<file path="config.mk">
export PLATFORM = sky130hd
export DESIGN_NAME = intr_hub
export DESIGN_NICKNAME = d
export VERILOG_FILES = /design/src/rtl/intr_hub_pkg.sv /design/src/rtl/intr_hub_regs.sv /design/src/rtl/intr_hub_status.sv /design/src/rtl/intr_hub_pin.sv /design/src/rtl/intr_hub.sv
export SDC_FILE = /design/constraint.sdc
export NUM_CORES = 1
export LEC_CHECK = 0
export CAP_MARGIN = 5
export CORE_MARGIN = 2
export CORE_UTILIZATION = 35
export CTS_CLUSTER_DIAMETER = 100
export CTS_CLUSTER_SIZE = 16
export DETAILED_ROUTE_END_ITERATION = 16
export DONT_BUFFER_PORTS = 1
export RECOVER_POWER = 25
export SYNTH_ARGS = -nofsm -noshare
export SYNTH_HDL_FRONTEND = slang
export SYNTH_SLANG_ARGS = --single-unit
</file>
<file path="constraint.sdc">
create_clock -name clk -period 4.45 [get_ports clk]
set_clock_uncertainty 0.1 [all_clocks]
set_input_delay 0.89 -clock clk [delete_from_list [all_inputs] [get_ports clk]]
set_output_delay 0.89 -clock clk [all_outputs]
set_load 0.05 [all_outputs]
</file>
<file path="src/rtl/intr_hub_pkg.sv">
// Shared types for the interrupt hub: pin behaviour codes, register
// addresses and the packed configuration word.
package intr_hub_pkg;
    typedef enum logic [1:0] {
        PIN_LEVEL_SW = 2'd0,
        PIN_PULSE    = 2'd1,
        PIN_LEVEL_RD = 2'd2,
        PIN_RSVD     = 2'd3
    } pin_mode_e;

    localparam logic [1:0] ADDR_MASK = 2'd0;
    localparam logic [1:0] ADDR_CFG  = 2'd1;
    localparam logic [1:0] ADDR_STAT = 2'd2;
    localparam logic [1:0] ADDR_CLR  = 2'd3;

    typedef struct packed {
        logic      enhanced;
        pin_mode_e mode;
    } cfg_t;

    localparam int CFG_W = $bits(cfg_t);
endpackage

</file>
<file path="src/rtl/intr_hub_regs.sv">
// Host-side register file: holds the mask and configuration words and
// decodes the clear command and the clearing status read.
// Assumes single-cycle strobes and at most one of wr_en / rd_en per cycle.
module intr_hub_regs
    import intr_hub_pkg::*;
#(
    parameter int NUM_SRC = 16
) (
    input  logic               clk,
    input  logic               rst_n,
    input  logic               wr_en,
    input  logic               rd_en,
    input  logic [1:0]         addr,
    input  logic [NUM_SRC-1:0] wdata,
    output logic [NUM_SRC-1:0] mask_q,
    output cfg_t               cfg_q,
    output logic               clr_req
);
    // Mask and configuration storage, written by the host.
    always_ff @(posedge clk) begin
        if (!rst_n) begin
            mask_q <= '0;
            cfg_q  <= '0;
        end else if (wr_en) begin
            if (addr == ADDR_MASK) mask_q <= wdata;
            if (addr == ADDR_CFG) begin
                cfg_q.enhanced <= wdata[2];
                cfg_q.mode     <= pin_mode_e'(wdata[1:0]);
            end
        end
    end

    // Clear request: explicit command, or a status read in read-clear mode.
    always_comb begin
        clr_req = (wr_en && addr == ADDR_CLR)
               || (rd_en && addr == ADDR_STAT && cfg_q.mode == PIN_LEVEL_RD);
    end
endmodule

</file>
<file path="src/rtl/intr_hub_status.sv">
// Status capture: records incoming events through the policy gate and
// reports which bits become newly set this cycle.
// Assumes a clear and a fresh event in one cycle keep the fresh event.
module intr_hub_status #(
    parameter int NUM_SRC = 16
) (
    input  logic               clk,
    input  logic               rst_n,
    input  logic [NUM_SRC-1:0] cond_i,
    input  logic [NUM_SRC-1:0] mask_q,
    input  logic               enhanced,
    input  logic               clr_req,
    output logic [NUM_SRC-1:0] status_q,
    output logic [NUM_SRC-1:0] new_bits
);
    logic [NUM_SRC-1:0] gate;
    logic [NUM_SRC-1:0] base;
    logic [NUM_SRC-1:0] captured;

    // Capture gate and cleared base for the next status value.
    always_comb begin
        gate     = enhanced ? {NUM_SRC{1'b1}} : mask_q;
        base     = clr_req ? '0 : status_q;
        captured = cond_i & gate;
        new_bits = captured & ~base;
    end

    // Status register update.
    always_ff @(posedge clk) begin
        if (!rst_n) status_q <= '0;
        else        status_q <= base | captured;
    end
endmodule

</file>
<file path="src/rtl/intr_hub_pin.sv">
// Interrupt pin generator: one-cycle pulse per newly set enabled bit, or a
// level that follows the enabled status bits.
// Assumes new_bits is already gated by the capture policy.
module intr_hub_pin
    import intr_hub_pkg::*;
#(
    parameter int NUM_SRC = 16
) (
    input  logic               clk,
    input  logic               rst_n,
    input  pin_mode_e          mode,
    input  logic [NUM_SRC-1:0] new_bits,
    input  logic [NUM_SRC-1:0] status_q,
    input  logic [NUM_SRC-1:0] mask_q,
    output logic               irq
);
    logic pulse_q;

    // Pulse register: high one cycle after an enabled bit is newly set.
    always_ff @(posedge clk) begin
        if (!rst_n) pulse_q <= 1'b0;
        else        pulse_q <= (mode == PIN_PULSE) && |(new_bits & mask_q);
    end

    // Output select between pulse and level behaviour.
    always_comb begin
        irq = (mode == PIN_PULSE) ? pulse_q : |(status_q & mask_q);
    end
endmodule

</file>
<file path="src/rtl/intr_hub.sv">
// Top of the interrupt hub: ties the register file, status capture and pin
// generator together and provides the host read path.
// Assumes rdata is sampled by the host in the strobe cycle.
module intr_hub
    import intr_hub_pkg::*;
#(
    parameter int NUM_SRC = 16
) (
    input  logic               clk,
    input  logic               rst_n,
    input  logic [NUM_SRC-1:0] cond_i,
    input  logic               wr_en,
    input  logic               rd_en,
    input  logic [1:0]         addr,
    input  logic [NUM_SRC-1:0] wdata,
    output logic [NUM_SRC-1:0] rdata,
    output logic               irq
);
    localparam int PAD_W = NUM_SRC - CFG_W;

    logic [NUM_SRC-1:0] mask_q;
    logic [NUM_SRC-1:0] status_q;
    logic [NUM_SRC-1:0] new_bits;
    cfg_t               cfg_q;
    logic               clr_req;

    intr_hub_regs #(.NUM_SRC(NUM_SRC)) u_regs (
        .clk     (clk),
        .rst_n   (rst_n),
        .wr_en   (wr_en),
        .rd_en   (rd_en),
        .addr    (addr),
        .wdata   (wdata),
        .mask_q  (mask_q),
        .cfg_q   (cfg_q),
        .clr_req (clr_req)
    );

    intr_hub_status #(.NUM_SRC(NUM_SRC)) u_status (
        .clk      (clk),
        .rst_n    (rst_n),
        .cond_i   (cond_i),
        .mask_q   (mask_q),
        .enhanced (cfg_q.enhanced),
        .clr_req  (clr_req),
        .status_q (status_q),
        .new_bits (new_bits)
    );

    intr_hub_pin #(.NUM_SRC(NUM_SRC)) u_pin (
        .clk      (clk),
        .rst_n    (rst_n),
        .mode     (cfg_q.mode),
        .new_bits (new_bits),
        .status_q (status_q),
        .mask_q   (mask_q),
        .irq      (irq)
    );

    // Host read mux; the clear location reads as zero.
    always_comb begin
        unique case (addr)
            ADDR_MASK: rdata = mask_q;
            ADDR_CFG:  rdata = {{PAD_W{1'b0}}, cfg_q};
            ADDR_STAT: rdata = status_q;
            default:   rdata = '0;
        endcase
    end
endmodule

</file>
==> impl_metrics.py <==
metrics = {
    "status": {
        "status": "complete, but fails checks",
        "violations": "capacitance limit, slew limit",
    },
    "routing": {
        "drc": 0,
        "finalWirelength_microns": 5440,
        "vias_per_cell": 5.66,
        "ant_nets": 0,
        "dr.pass1.iters": 4,
        "wl_per_cell_microns": 17.6,
        "drtIter0Drc": 125,
        "vias": 1750,
    },
    "layout": {
        "nNetsFinal": 276,
        "drive_above_1_share": 0.0460,
        "diodes": 0,
        "register_area_sq_um": 721,
        "area_delta_synth_final_pct": 10.7,
        "fill_cells": 562,
        "multi_input_area_sq_um": 1060,
    },
    "yosys": {
        "synth_area_sq_um": 1840,
        "synth_nets": 280,
        "yosysUniqueCellTypes": 32,
        "synth_top_area_cell": "dfxtp_1",
        "yosysSeqAreaShare": 0.391,
        "syn_avg_cell_area_sq_um": 7.62,
        "synth-seq-cells": 36,
        "synthArstFlopShare": 0,
        "synth-edff-count": 0,
        "yosys_warnings": 0,
        "syn_inst": 242,
        "synth-main-ff-cell": "dfxtp_1",
        "synth_top_area_frac": 0.391,
        "synthTopCellsByArea": "dfxtp_1 (39%), nand2_1 (13%), mux2i_1 (10%), a21oi_1 (9.0%), o21ai_0 (5.2%)",
    },
    "power": {
        "internal_power_uw": 637,
        "p_per_area_nw_per_um2": 404,
        "p_seq_frac": 0.425,
        "power_uw": 824,
        "combPwrFrac": 0.080,
        "switching_share": 0.227,
        "leakage_uw": 0.000709,
        "switchingPower_uw": 187,
        "irDropWorstVdd_v": 0.000167,
        "clkPwrFrac": 0.495,
    },
    "grt": {
        "gr-total-overflow": 0,
        "grt_pass1_wl_microns": 8870,
        "grt_start_max_net_pins": 37,
        "grt_use_total": 0.193,
        "antenna_found_initial": 0,
        "grt_pass1_vias": 1641,
    },
    "cts": {
        "cts_resized": 0,
        "clk_path_buf_depth": 2,
        "insertion_delay_ps": 290,
        "cts_setup_buffers": 0,
        "cts_sinks": 36,
        "clockRootBuffer": "clkbuf_8",
        "cts.htree.levels": 2,
        "hold_buffers": 0,
        "cts_tree": "yes",
        "clk_pin_slew_ps": 80,
        "numCtsBuffers": 5,
    },
    "sta": {
        "post-route-min-period_ps": 2950,
        "hold_violations": 0,
        "drv_slew": 37,
        "finalCritPeriodShare": 0.664,
        "rsz0062_at_grt": "no",
        "final-setup-viol-count": 0,
        "max_freq_mhz": 338,
        "worst_slew_pin_slew_ps": 1650,
        "relSlewSlack": -0.0994,
        "fin_tns_setup_ps": 0,
    },
    "setup_path": {
        "end_kind": "output pin",
        "path_buf_inv": 0,
        "crit_slowest_cell": "o21ai_1",
        "rr_worst_depth": 5,
        "required_ps": 3460,
        "cp.depth": 2,
        "cp_top_family": "compound AO/OA/AOI/OAI gates",
        "arrival_ps": 1960,
        "worstSetupPathType": "reg2out",
        "cp_cell_sequence": "mux2i_1 > o21ai_1",
        "slowest_delay_ps": 770,
        "start_kind": "flop",
        "worstPathMaxFanout": 18,
    },
    "floorplan": {
        "die-area_sq_um": 5860,
        "die_w_microns": 76.6,
        "io_pins": 55,
        "start_util": 0.361,
        "die_h_microns": 76.6,
        "coreArea_sq_um": 5110,
        "num_rows": 26,
    },
    "job": {
        "maxCapViolations": 1,
    },
    "place": {
        "place.gp.congestion": 0.846,
        "dp_hpwl_microns": 3830,
        "port_buffers": 0,
    },
    "worst_hold_path": {
        "min_path_cells": 2,
        "worstHoldPathType": "reg2reg",
    },
}
==> cells by family (layout without fill, tap and decap cells) <==
logic type / count (synthesis) / in the layout / share of synthesized area
compound gates: 77 / 77 / 0.250
mux: 20 / 20 / 0.109
buf+inv: 14 / 11 / 0.0326
flops: 36 / 36 / 0.391
simple gates: 95 / 95 / 0.217
==> power groups by stage <==
stage,clock network [uW],logic [uW],registers [uW]
3_5_place_dp,0,66.2,357
2_1_floorplan,0,63.6,351
4_1_cts,412,66.7,349
5_1_grt,432,73.0,352
6_report,408,66.1,350
3_3_place_gp,0,65.7,357
==> stage by stage <==
step / hold slack [ps] / setup WS [ps] / instances / utilization / area, sq um
after floorplan: 358 / 1070 / 242 / - / 1840
after global placement: 375 / 1710 / 301 / 0.369 / 1890
after detailed placement: 380 / 1690 / 301 / 0.369 / 1890
after CTS: 391 / 1470 / 309 / 0.400 / 2040
after global routing: 427 / 1380 / 309 / 0.400 / 2040
final: 391 / 1500 / 309 / 0.400 / 2040
==> Yosys cell counts, drive strengths merged (2+ instances only) <==
library cell and count:
mux2i 19, dfxtp 36, o21ai 20, a21oi 33, a22o 4, o22ai 7
a22oi 4, buf 6, clkbuf 6, nand4 2, nand2 65, nor2 18
a221oi 4
==> registers in the layout, summed over array words and instances, names as in the netlist <==
name,count
u_regs.mask_q,16
u_status.status_q,16
u_regs.cfg_q,3
u_pin.pulse_q,1
==> cell usage in the layout, fill, tap and decap left out, types with 2 or more instances in the layout <==
cell type,count
a22o_1,4
a22oi_1,4
bufinv_16,3
mux2i_1,19
o21ai_1,3
dfxtp_1,36
o22ai_1,7
nand2_1,65
clkbuf_8,5
a21oi_1,33
nand4_1,2
a221oi_1,4
o21ai_0,16
nor2_1,18
==> worst paths after layout <==
kind | start | end | slack [ps]
worst max-delay path | u_regs.cfg_q[2]$_SDFFE_PN0P_ | rdata[2] | 1500
worst min-delay path | u_status.status_q[10]$_SDFF_PN0_ | u_status.status_q[10]$_SDFF_PN0_ | 390
worst min register to register | u_status.status_q[10]$_SDFF_PN0_ | u_status.status_q[10]$_SDFF_PN0_ | 390
worst max register to register | u_regs.cfg_q[0]$_SDFFE_PN0P_ | u_pin.pulse_q$_SDFF_PN0_ | 2560
==> worst min-delay path, cell delays in order (launching register included) <==
cell and delay (ps):
dfxtp_1 340, nand2_1 60, a21oi_1 50
==> layer usage <==
layer	vias up	wire [microns]	track usage
met3	6	516	0.0687
met1	822	2390	0.266
met4	0	59	0.0564
met5	-	0	0
met2	75	2470	0.281
li1	847	-	-
==> area by class of cell <==
cell class                      count  share of cell area
Timing Repair Buffer                1             0.00184
Tap cell                           70              0.0429
Sequential cell                    36               0.353
Clock inverter                      3              0.0441
Inverter                            2             0.00368
Clock buffer                        5              0.0337
Multi-Input combinational cell    192               0.521
(Power assumes the default switching activity.)
